**config.mk**
```make
export PLATFORM = sky130hd
export DESIGN_NAME = excmask_unit
export DESIGN_NICKNAME = d
export VERILOG_FILES = /design/src/rtl/excmask_pkg.sv /design/src/rtl/excmask_regs.sv /design/src/rtl/excmask_prio.sv /design/src/rtl/excmask_gate.sv /design/src/rtl/excmask_unit.sv
export SDC_FILE = /design/constraint.sdc
export NUM_CORES = 1
export LEC_CHECK = 0
export ABC_AREA = 1
export BUFFER_PORTS_ARGS = -buffer_cell sky130_fd_sc_hd__buf_2
export CORE_MARGIN = 2
export CORE_UTILIZATION = 55
export CTS_BUF_LIST = sky130_fd_sc_hd__clkbuf_8
export DETAILED_ROUTE_END_ITERATION = 12
export PLACE_DENSITY = 0.84
export SLEW_MARGIN = 20
export SYNTH_ARGS = -nofsm -noshare
export SYNTH_HDL_FRONTEND = slang
export SYNTH_HIERARCHICAL = 1
export SYNTH_SLANG_ARGS = --single-unit
```
**constraint.sdc**
```tcl
create_clock -name clk -period 5.3 [get_ports clk]
set_input_delay 0.53 -clock clk [delete_from_list [all_inputs] [get_ports clk]]
set_output_delay 0.53 -clock clk [all_outputs]
set_load 0.01 [all_outputs]
```
**src/rtl/excmask_pkg.sv**
```systemverilog
package excmask_pkg;
  // Kind of the candidate exception; both 00 and 11 mean configurable.
  typedef enum logic [1:0] {
    EXC_CFG  = 2'b00,
    EXC_HARD = 2'b01,
    EXC_NMI  = 2'b10,
    EXC_CFG2 = 2'b11
  } exc_kind_e;
endpackage

```
**src/rtl/excmask_regs.sv**
```systemverilog
module excmask_regs #(
  parameter int PRIO_W = 8
) (
  input  logic              clk,
  input  logic              rst,
  input  logic              priv_i,
  input  logic              thr_wr_i,
  input  logic              thr_raise_i,
  input  logic [PRIO_W-1:0] thr_wdata_i,
  input  logic              gmask_set_i,
  input  logic              gmask_clr_i,
  input  logic              fmask_set_i,
  input  logic              fmask_clr_i,
  input  logic              exc_ret_i,
  input  logic              exc_ret_nmi_i,
  output logic              gmask_q,
  output logic              fmask_q,
  output logic [PRIO_W-1:0] thr_q
);
  logic raise_ok;
  logic thr_we;
  logic auto_clr;

  // Raise-only: new value must be nonzero and either masking is off or it is more urgent.
  assign raise_ok = (thr_wdata_i != '0) && ((thr_q == '0) || (thr_wdata_i < thr_q));
  assign thr_we   = priv_i && thr_wr_i && (!thr_raise_i || raise_ok);
  assign auto_clr = exc_ret_i && !exc_ret_nmi_i;

  always_ff @(posedge clk) begin
    if (rst) begin
      gmask_q <= 1'b0;
      fmask_q <= 1'b0;
      thr_q   <= '0;
    end else begin
      if (thr_we) thr_q <= thr_wdata_i;

      if (priv_i && gmask_set_i)      gmask_q <= 1'b1;
      else if (priv_i && gmask_clr_i) gmask_q <= 1'b0;

      if (priv_i && fmask_set_i)                    fmask_q <= 1'b1;
      else if ((priv_i && fmask_clr_i) || auto_clr) fmask_q <= 1'b0;
    end
  end
endmodule

```
**src/rtl/excmask_prio.sv**
```systemverilog
module excmask_prio #(
  parameter int PRIO_W = 8
) (
  input  logic signed [PRIO_W+1:0] cur_prio_i,
  input  logic        [PRIO_W-1:0] thr_q,
  input  logic                     gmask_q,
  input  logic                     fmask_q,
  output logic signed [PRIO_W+1:0] eff_prio
);
  localparam int SPW = PRIO_W + 2;
  localparam logic signed [SPW-1:0] LVL_ZERO = '0;
  localparam logic signed [SPW-1:0] LVL_HARD = SPW'(-1);

  logic signed [SPW-1:0] thr_s;
  assign thr_s = $signed({{(SPW-PRIO_W){1'b0}}, thr_q});

  // Layered minimum: each active mask can only pull the level down.
  always_comb begin
    eff_prio = cur_prio_i;
    if ((thr_q != '0) && (thr_s < eff_prio)) eff_prio = thr_s;
    if (gmask_q && (eff_prio > LVL_ZERO))    eff_prio = LVL_ZERO;
    if (fmask_q && (eff_prio > LVL_HARD))    eff_prio = LVL_HARD;
  end
endmodule

```
**src/rtl/excmask_gate.sv**
```systemverilog
module excmask_gate #(
  parameter int PRIO_W = 8
) (
  input  logic                     clk,
  input  logic                     rst,
  input  logic signed [PRIO_W+1:0] eff_prio,
  input  logic                     req_valid_i,
  input  logic [1:0]               req_kind_i,
  input  logic [PRIO_W-1:0]        req_prio_i,
  output logic signed [PRIO_W+1:0] eff_prio_o,
  output logic                     take_o
);
  import excmask_pkg::*;

  localparam int SPW = PRIO_W + 2;
  localparam logic signed [SPW-1:0] LVL_NMI    = SPW'(-2);
  localparam logic signed [SPW-1:0] LVL_HARD   = SPW'(-1);
  localparam logic signed [SPW-1:0] LVL_THREAD = SPW'(2 ** PRIO_W);

  logic signed [SPW-1:0] req_lvl;
  logic                  take_d;

  always_comb begin
    case (exc_kind_e'(req_kind_i))
      EXC_NMI:  req_lvl = LVL_NMI;
      EXC_HARD: req_lvl = LVL_HARD;
      default:  req_lvl = $signed({{(SPW-PRIO_W){1'b0}}, req_prio_i});
    endcase
  end

  assign take_d = req_valid_i && (req_lvl < eff_prio);

  always_ff @(posedge clk) begin
    if (rst) begin
      eff_prio_o <= LVL_THREAD;
      take_o     <= 1'b0;
    end else begin
      eff_prio_o <= eff_prio;
      take_o     <= take_d;
    end
  end
endmodule

```
**src/rtl/excmask_unit.sv**
```systemverilog
module excmask_unit #(
  parameter int PRIO_W = 8
) (
  input  logic                     clk,
  input  logic                     rst,
  input  logic                     priv_i,
  input  logic                     thr_wr_i,
  input  logic                     thr_raise_i,
  input  logic [PRIO_W-1:0]        thr_wdata_i,
  input  logic                     gmask_set_i,
  input  logic                     gmask_clr_i,
  input  logic                     fmask_set_i,
  input  logic                     fmask_clr_i,
  input  logic                     exc_ret_i,
  input  logic                     exc_ret_nmi_i,
  input  logic signed [PRIO_W+1:0] cur_prio_i,
  input  logic                     req_valid_i,
  input  logic [1:0]               req_kind_i,
  input  logic [PRIO_W-1:0]        req_prio_i,
  output logic                     gmask_o,
  output logic                     fmask_o,
  output logic [PRIO_W-1:0]        thr_o,
  output logic signed [PRIO_W+1:0] eff_prio_o,
  output logic                     take_o
);
  logic signed [PRIO_W+1:0] eff_prio;

  excmask_regs #(.PRIO_W(PRIO_W)) u_regs (
    .clk           (clk),
    .rst           (rst),
    .priv_i        (priv_i),
    .thr_wr_i      (thr_wr_i),
    .thr_raise_i   (thr_raise_i),
    .thr_wdata_i   (thr_wdata_i),
    .gmask_set_i   (gmask_set_i),
    .gmask_clr_i   (gmask_clr_i),
    .fmask_set_i   (fmask_set_i),
    .fmask_clr_i   (fmask_clr_i),
    .exc_ret_i     (exc_ret_i),
    .exc_ret_nmi_i (exc_ret_nmi_i),
    .gmask_q       (gmask_o),
    .fmask_q       (fmask_o),
    .thr_q         (thr_o)
  );

  excmask_prio #(.PRIO_W(PRIO_W)) u_prio (
    .cur_prio_i (cur_prio_i),
    .thr_q      (thr_o),
    .gmask_q    (gmask_o),
    .fmask_q    (fmask_o),
    .eff_prio   (eff_prio)
  );

  excmask_gate #(.PRIO_W(PRIO_W)) u_gate (
    .clk         (clk),
    .rst         (rst),
    .eff_prio    (eff_prio),
    .req_valid_i (req_valid_i),
    .req_kind_i  (req_kind_i),
    .req_prio_i  (req_prio_i),
    .eff_prio_o  (eff_prio_o),
    .take_o      (take_o)
  );
endmodule

```
==> impl_metrics.csv, run 1 <==
group,metric,value,unit
outcome,status,"finished, final reports clean",
logic_synthesis,synth_xor_area_share,0,%
logic_synthesis,syn_area,1930,um2
grt,grt_util_all_layers,21.3,%
logic_synthesis,synth_top_family_by_area,"simple AND/OR/NAND/NOR gates",
grt,grt_max_degree,17,
timing,fin_skew,6.01,ps
logic_synthesis,synthAdderAreaFrac,15.6,%
pwr,p_clk_share,20.2,%
layout,diodes,0,
pwr,ir_drop,0.198,mV
setup_path,critical_path_class,"flop to flop",
clock_network,insertion_delay,260,ps
timing,slew_headroom,67.9,%
detailed_routing,routed_via_density,4.76,
job,maxCapViolCount,0,
clock_network,cts_buffers,3,
detailed_routing,dr.first_iter.drc_count,76,
pwr,p_int,0.318,mW
pwr,p_switching,0.198,mW
floorplanning,num_io_pins,61,
detailed_routing,route.met2.wl,2070,um
setup_path,crit_path_end_kind,"flop",
detailed_routing,wire_per_inst,10.0,um
clock_network,htree_num_levels,1,
detailed_routing,wl_met3,227,um
grt,grt_antenna_before_repair,0,
grt,first_global_vias,1772,
timing,tightest_slew,481,ps
detailed_routing,top_layer,"met4",
timing,fin_crit,3200,ps
detailed_routing,wl_met1,1820,um
clock_network,cts_setup_buffers,0,
floorplanning,die_w,63.2,um
setup_path,arrival,3350,ps
floorplanning,die_h,63.2,um
detailed_routing,ant_nets,0,
logic_synthesis,ys_seq_elements,21,
pwr,comb_power_share,43.4,%
logic_synthesis,netlist_instances,307,
place,hpwlAfterDp,3340,um
floorplanning,core_area,3360,um2
logic_synthesis,yosysWarnings,6,
layout,nNetsFinal,432,
grt,grt_first_pass_wirelength,7090,um
logic_synthesis,synth_compound_area_share,6.87,%
place,dp_slack,2040,ps
setup_path,critical_path_peak_fanout,7,
clock_network,clockBufferDepth,2,
floorplanning,dieArea,4000,um2
timing,fin_crit_sh,60.4,%
clock_network,clkSlewWorstSetupHoldPaths,80,ps
logic_synthesis,synth.distinct_cells,29,
layout,syn2layout_area_growth,19.6,%
timing,rsz0062_at_grt,"false",
floorplanning,floorplan.initialDensity,57.4,%
clock_network,cts-root-buf,"clkbuf_8",
grt,overflow,0,
place,port-buffer-count,60,
timing,worst_slack,2100,ps
min_path,hold_path_class,"flop to flop",
setup_path,startpoint_type,"flop",
detailed_routing,drtPass1Iterations,4,
logic_synthesis,synth-simple-area-share,40.7,%
timing,hold_viol_final,0,
layout,n_fill_cell,330,
clock_network,cts_resized,0,
clock_network,clock_sinks,21,
pwr,p_seq_share,36.4,%
layout,drive_above_1_share,25.6,%
setup_path,critPathRequiredTime,5450,ps
pwr,switching_share,38.4,%
pwr,total_leakage_power,1.40,nW
timing,final-setup-viol-count,0,
detailed_routing,drc,0,
detailed_routing,drt-total-wl,4140,um
clock_network,tritoncts,"built",
timing,maxSlewViolCount,0,
clock_network,cts_hold_buf,0,
logic_synthesis,avgSynthCellArea,6.28,um2
logic_synthesis,muxShareOfSynthArea,0,%
detailed_routing,vias,1967,
floorplanning,num_rows,21,
logic_synthesis,syn_nets,371,
pwr,power_density,223,nW/um2
timing,setup_tns,0,ps
timing,clock.fmax,0.312,GHz
place,gp_congestion,0.811,
logic_synthesis,ys_seq_area_share,21.8,%
[sequential cells by signal, indices dropped and copies added, names as in the netlist]
| register | flops |
|---|---|
| u_gate/eff_prio_o | 10 |
| u_regs/thr_q | 8 |
| u_gate/take_o | 1 |
| u_regs/fmask_q | 1 |
| u_regs/gmask_q | 1 |
[power by group through the flow]
stage | registers [mW] | clock network [mW] | logic (mW)
floorplan | 0.196 | 0 | 0.157
global placement | 0.191 | 0 | 0.215
detailed placement | 0.192 | 0 | 0.221
CTS | 0.188 | 0.108 | 0.224
global route | 0.190 | 0.117 | 0.258
finish | 0.187 | 0.104 | 0.224
[synth_stat cells, drive strengths merged]
master / n / share of area (%)
nand2: 97 / 20
inv: 70 / 14
nor2: 31 / 7.5
ha: 24 / 16
dfxtp: 21 / 22
a21oi: 18 / 4.9
nand3: 13 / 4.4
nand4: 8 / 4.2
or2: 8 / 2.6
o21ai: 5 / 1.3
nor4: 4 / 1.3
buf: 3 / 1.2
nor3: 2 / 1.1
a31oi: 1 / 0.32
clkbuf: 1 / 0.19
o211ai: 1 / 0.39
[through the flow]
step | power, mW | std cells | hold WS [ps] | utilization, % | instance area, um2
6_report | 0.515 | 413 | 511 | 68.6 | 2310
5_1_grt | 0.565 | 413 | 530 | 68.6 | 2310
4_1_cts | 0.520 | 413 | 504 | 68.6 | 2310
3_5_place_dp | 0.412 | 409 | 491 | 67.2 | 2260
3_3_place_gp | 0.407 | 409 | 481 | 67.2 | 2260
2_1_floorplan | 0.353 | 307 | 488 | - | 1930
[cells in the final DEF (no fill, tap or decap), types with 4 or more instances in the layout]
master   count
nand2_1     93
inv_1       64
buf_2       60
nor2_1      27
ha_1        24
dfxtp_1     21
a21oi_1     17
nand3_1      9
or2_2        8
inv_2        6
nand4_1      6
nand3_2      4
nor4_1       4
[cell type report]
class / instances / area [um2] / share of cell area, %
Timing Repair Buffer: 60 / 300 / 13.0
Multi-Input combinational cell: 212 / 1220 / 52.8
Inverter: 70 / 263 / 11.4
Tap cell: 46 / 57.6 / 2.49
Clock inverter: 1 / 7.51 / 0.325
Clock buffer: 3 / 41.3 / 1.79
Sequential cell: 21 / 420 / 18.2
[worst max-delay path, cell delays in order, from the launching register on]
cell and delay, ps:
dfxtp_1 550, ha_1 310, nand2_1 100, inv_2 30
nand2_1 60, nand2_1 80, nand2_1 70, nand2_1 120
nor2_8 150, nand4_1 90, nand2_1 100, nand2_1 60
nor2_1 90, nand3_1 90, nand2_2 100, nand2_1 60
nand2_1 60, inv_1 50, ha_1 300, a21oi_1 150
nand2_1 70, a21oi_1 210, nand3_2 80, nand2_1 60
nor2_1 30
[final timing paths]
kind              depth (start not counted)        endpoint             from  slack [ps]
setup / recovery                         24   u_gate/take_o  u_regs/thr_q[4]        2100
hold / removal                            2  u_regs/gmask_q   u_regs/gmask_q         510
setup reg to reg                         24   u_gate/take_o  u_regs/thr_q[4]        2100
hold reg to reg                           2  u_regs/gmask_q   u_regs/gmask_q         510
[cells by family after synthesis]
family	after synthesis
AOI/OAI and AO/OA	25
adders and majority gates	24
buffers and inverters	74
DFF	21
and+or+nand+nor	163
[per-layer routing]
layer | GRT usage (%) | vias up
met5 | 0 | -
met4 | 3.80 | 0
met3 | 3.21 | 4
met2 | 39.9 | 51
met1 | 26.0 | 852
li1 | - | 1060
No activity file was read; power rests on OpenSTA's default activity.
==> run 2: changes to the inputs <==
CORE_UTILIZATION = 48   (was 55)
PLACE_DENSITY = 0.78   (was 0.84)
clock period = 2.8 ns   (was 5.3 ns; I/O delays follow)
==> impl_metrics.csv, run 2 (synthesis gave the netlist of run 1 again) <==
group,metric,value,unit
clock_network,htree_num_levels,1,
clock_network,cts_buffers,3,
detailed_routing,routed_via_density,4.72,
floorplanning,core_area,3940,um2
job,maxCapViolCount,0,
grt,grt_util_all_layers,23.5,%
min_path,hold_path_class,"input port to flop",
layout,syn2layout_area_growth,44.8,%
layout,n_fill_cell,304,
place,port-buffer-count,60,
layout,final_cell_mix,"77 x nand2_1, 60 x buf_2, 59 x inv_1",
detailed_routing,drc,0,
timing,rsz0062_at_grt,"true",
setup_path,worstPathCellList,"ha_4 > nand2_2 > nand2_2 > nand3_4 > inv_2 > a21oi_4 > nand4_4 > nand2_2 > o21ai_4 > nor2_2 > nand3_1 > nand2_2 > nand2_1 > nand2_1 > inv_2 > ha_1 > nand2_1 > inv_1 > nand2_1 > nand2_2 > a21oi_4 > nand3_2 > nand2_1 > nor2_1",
timing,fin_crit,2850,ps
clock_network,clkSlewWorstSetupHoldPaths,80,ps
grt,grt_first_pass_wirelength,8190,um
floorplanning,dieArea,4540,um2
detailed_routing,drtPass1Iterations,5,
grt,overflow,0,
clock_network,tritoncts,"built",
setup_path,critPathRequiredTime,2970,ps
setup_path,slowest_stage,"dfxtp_4",
timing,slew_headroom,67.6,%
outcome,violations,"setup timing",
clock_network,clock_sinks,21,
pwr,ir_drop,0.305,mV
layout,nNetsFinal,465,
grt,grt_antenna_before_repair,0,
grt,grt_max_degree,17,
timing,fin_crit_sh,102,%
pwr,total_leakage_power,1.57,nW
setup_path,arrival,3010,ps
clock_network,clockBufferDepth,2,
place,gp_congestion,0.880,
place,dpl_cell_area,2440,um2
layout,drive_above_1_share,42.0,%
detailed_routing,wl_met1,2190,um
layout,layout_commonest_cell,"nand2_1",
layout,largest_reg_flops,10,
detailed_routing,vias,2126,
layout,reg_top3,"u_gate/eff_prio_o (10), u_regs/thr_q (8)",
setup_path,cpPeakStageDelay,370,ps
pwr,power_density,415,nW/um2
setup_path,crit_family,"simple AND/OR/NAND/NOR gates",
setup_path,critical_path_peak_fanout,5,
timing,clock.fmax,0.351,GHz
detailed_routing,wl_met3,289,um
floorplanning,die_w,67.4,um
floorplanning,floorplan.initialDensity,48.9,%
clock_network,cts_hold_buf,0,
floorplanning,die_h,67.4,um
layout,max_flop_register,"u_gate/eff_prio_o",
setup_path,critical_path_class,"flop to flop",
floorplanning,num_rows,23,
timing,maxSlewViolCount,0,
floorplanning,num_io_pins,61,
timing,hold_viol_final,0,
grt,first_global_vias,1967,
pwr,power,1.16,mW
setup_path,crit_buf_inv,3,
timing,worst_slack,-48.3,ps
timing,tightest_slew,486,ps
timing,fin_skew,5.58,ps
clock_network,insertion_delay,260,ps
detailed_routing,dr.first_iter.drc_count,81,
setup_path,crit_path_end_kind,"flop",
outcome,status,"complete, but fails checks",
detailed_routing,wire_per_inst,11.6,um
detailed_routing,ant_nets,0,
detailed_routing,drt-total-wl,5200,um
layout,diodes,0,
clock_network,cts-root-buf,"clkbuf_8",
setup_path,startpoint_type,"flop",
timing,final-setup-viol-count,1,
detailed_routing,route.met2.wl,2670,um
layout,fin_area,2790,um2
place,hpwlAfterDp,3740,um
detailed_routing,top_layer,"met4",
-- run 2: cell types whose count changed in the layout (fill, tap and decap cells not counted), moves of 3 or more --
cell / previous run / this run
a21oi_1: 17 / 13
buf_4: 0 / 31
inv_1: 64 / 59
nand2_2: 3 / 17
ha_1: 24 / 17
dfxtp_1: 21 / 16
inv_2: 6 / 10
ha_4: 0 / 7
dfxtp_2: 0 / 3
nand2_1: 93 / 77
-- run 2: cell type report --
class / instances / area [um2] / area share, %
Clock buffer: 3 / 41.3 / 1.48
Clock inverter: 1 / 5.00 / 0.179
Inverter: 70 / 265 / 9.49
Multi-Input combinational cell: 213 / 1440 / 51.7
Sequential cell: 21 / 432 / 15.5
Tap cell: 50 / 62.6 / 2.24
Timing Repair Buffer: 92 / 544 / 19.5
-- run 2: repair_timing --
| action | in CTS | in global routing |
|---|---|---|
| buffers inserted | 4 | 5 |
| resized for setup | 23 | 29 |
| pin swaps | 20 | 27 |
| hold endpoints to repair | 0 | 0 |
| endpoints found under the setup margin | 1 | 1 |
| cloned | 1 | 0 |
-- run 2: worst paths after layout --
kind	cells after the start	end	slack, ps	start
min	3	u_regs/fmask_q	260	fmask_set_i
min reg2reg	2	u_regs/gmask_q	490	u_regs/gmask_q
max	24	u_gate/take_o	-50	u_regs/thr_q[7]
max reg2reg	24	u_gate/take_o	-50	u_regs/thr_q[7]
-- run 2: stage by stage --
stage	cells	util, %	hold WS [ps]	TNS (ps)	worst slack (ps)
5_1_grt	450	70.9	247	-275	-275
4_1_cts	445	67.7	255	0	9.80
6_report	450	70.9	261	-48.3	-48.3
3_5_place_dp	436	61.9	477	-202	-202
3_3_place_gp	436	61.9	479	-142	-142
2_1_floorplan	307	-	349	0	49.2
-- run 2: routing by layer --
layer / GRT usage, % / vias up
li1: - / 1128
met1: 28.3 / 931
met2: 41.1 / 63
met3: 5.00 / 4
met4: 8.16 / 0
met5: 0 / -
-- run 2: worst min-delay path, cell delays in order --
cell and delay [ps]:
buf_2 90, nand2_1 50, a21oi_1 60
-- run 2: where the power goes --
part | internal (mW) | switching (mW)
Combinational | 0.279 | 0.332
Clock | 0.0992 | 0.104
Sequential | 0.328 | 0.0162
==> run 3: changes to the inputs <==
CORE_UTILIZATION = 40   (was 48)
PLACE_DENSITY = 0.67   (was 0.78)
==> impl_metrics.csv, run 3 (synthesis gave the netlist of run 1 again) <==
group,metric,value,unit
outcome,status,"finished, final reports clean",
detailed_routing,wire_per_inst,10.9,um
clock_network,htree_num_levels,1,
layout,reg_top3,"u_gate/eff_prio_o (10), u_regs/thr_q (8)",
grt,grt_util_all_layers,18.8,%
layout,final_cell_mix,"83 x nand2_1, 60 x buf_2, 59 x inv_1",
clock_network,cts_buffers,3,
clock_network,insertion_delay,260,ps
timing,hold_viol_final,0,
floorplanning,die_h,73.5,um
place,gp_congestion,0.905,
pwr,ir_drop,0.221,mV
setup_path,startpoint_type,"flop",
min_path,hold_path_class,"input port to flop",
timing,fin_crit,2750,ps
timing,final-setup-viol-count,0,
clock_network,cts_hold_buf,0,
timing,worst_slack,48.3,ps
floorplanning,num_rows,25,
setup_path,crit_path_end_kind,"flop",
job,maxCapViolCount,0,
clock_network,cts-root-buf,"clkbuf_8",
place,port-buffer-count,60,
layout,nNetsFinal,465,
setup_path,critical_path_peak_fanout,5,
clock_network,clock_sinks,21,
detailed_routing,drc,0,
layout,max_flop_register,"u_gate/eff_prio_o",
floorplanning,die_w,73.5,um
timing,slew_headroom,67.1,%
grt,grt_antenna_before_repair,0,
floorplanning,core_area,4690,um2
timing,fin_skew,4.76,ps
setup_path,critical_path_class,"flop to flop",
place,dp.cells,441,
layout,largest_reg_flops,10,
pwr,power_density,413,nW/um2
layout,final_cells,454,
layout,drive_above_1_share,40.5,%
timing,setup_tns,0,ps
pwr,total_leakage_power,1.57,nW
floorplanning,floorplan.initialDensity,41.1,%
detailed_routing,drtPass1Iterations,4,
grt,overflow,0,
clock_network,tritoncts,"built",
clock_network,clockBufferDepth,2,
place,dp_slack,-202,ps
detailed_routing,drt-total-wl,4930,um
detailed_routing,ant_nets,0,
clock_network,clkSlewWorstSetupHoldPaths,80,ps
layout,syn2layout_area_growth,43.5,%
layout,fin_area,2770,um2
place,dpl_cell_area,2450,um2
timing,fin_crit_sh,98.3,%
detailed_routing,vias,2124,
layout,diodes,0,
timing,clock.fmax,0.363,GHz
floorplanning,dieArea,5390,um2
timing,maxSlewViolCount,0,
layout,layout_commonest_cell,"nand2_1",
grt,grt_first_pass_wirelength,8190,um
place,hpwlAfterDp,3690,um
detailed_routing,dr.first_iter.drc_count,79,
setup_path,arrival,2910,ps
timing,tightest_slew,493,ps
setup_path,critPathRequiredTime,2960,ps
timing,rsz0062_at_grt,"true",
detailed_routing,routed_via_density,4.68,
floorplanning,num_io_pins,61,
grt,grt_max_degree,17,
grt,first_global_vias,1901,
[run 3: critical path, cell delays in order (launching register included)]
cell and delay (ps):
dfxtp_4 370, ha_4 270, nand2_2 60, nor2_4 190, nand3_4 130, nand4_4 150, nand2_1 70, nand2_1 90
nand2_1 70, nor2_1 110, nand3_1 90, nand2_2 100, nand2_1 50, nand2_1 60, inv_2 60, ha_4 260
nand2_2 40, nor2_2 90, nand2_1 70, nor2_2 90, nand2_2 70, a21oi_2 110, nor2_1 50
[run 3: layer usage]
| layer | vias to the layer above | wire length, um | track usage, % | part of all wire, % |
|---|---|---|---|---|
| met2 | 51 | 2410 | 32.5 | 49 |
| met3 | 2 | 194 | 2.88 | 3.9 |
| met4 | 0 | 19 | 3.03 | 0.39 |
| li1 | 1135 | - | - | - |
| met1 | 936 | 2300 | 25.0 | 47 |
| met5 | - | 0 | 0 | 0 |
[run 3: repair_timing]
| item | CTS | global route |
|---|---|---|
| setup buffers | 6 | 2 |
| pin swaps | 26 | 19 |
| endpoints found under the setup margin | 1 | 1 |
| hold endpoints to repair | 0 | 0 |
| gates resized for setup | 24 | 16 |
| gates cloned | 1 | 0 |
[run 3: path summary, 6_finish.rpt]
path	slack [ps]	start	cells after the start	endpoint
worst max-delay path	50	u_regs/thr_q[7]	22	u_gate/take_o
worst min-delay path	260	fmask_set_i	3	u_regs/fmask_q
worst max register to register	50	u_regs/thr_q[7]	22	u_gate/take_o
worst min register to register	500	u_regs/gmask_q	2	u_regs/gmask_q
[run 3: layout make-up]
type                            count  area, um2
Tap cell                           54       67.6
Inverter                           70        263
Sequential cell                    21        429
Clock inverter                      1       5.00
Multi-Input combinational cell    213       1420
Timing Repair Buffer               92        541
Fill cell                         440       1920
Clock buffer                        3       41.3
[run 3: through the flow]
stage | power (mW) | utilization [%] | hold WS, ps
6_report | 1.14 | 59.0 | 260
5_1_grt | 1.25 | 59.0 | 260
4_1_cts | 1.10 | 57.2 | 258
3_5_place_dp | 0.847 | 52.2 | 487
3_3_place_gp | 0.841 | 52.2 | 478
2_1_floorplan | 0.668 | - | 349
[run 3: report_power, final]
group,internal [mW],leakage (nW),total (mW),switching (mW)
combinational,0.276,1.36,0.600,0.324
clock,0.0990,0.0255,0.200,0.101
sequential,0.329,0.176,0.344,0.0156
total,0.704,1.57,1.14,0.441
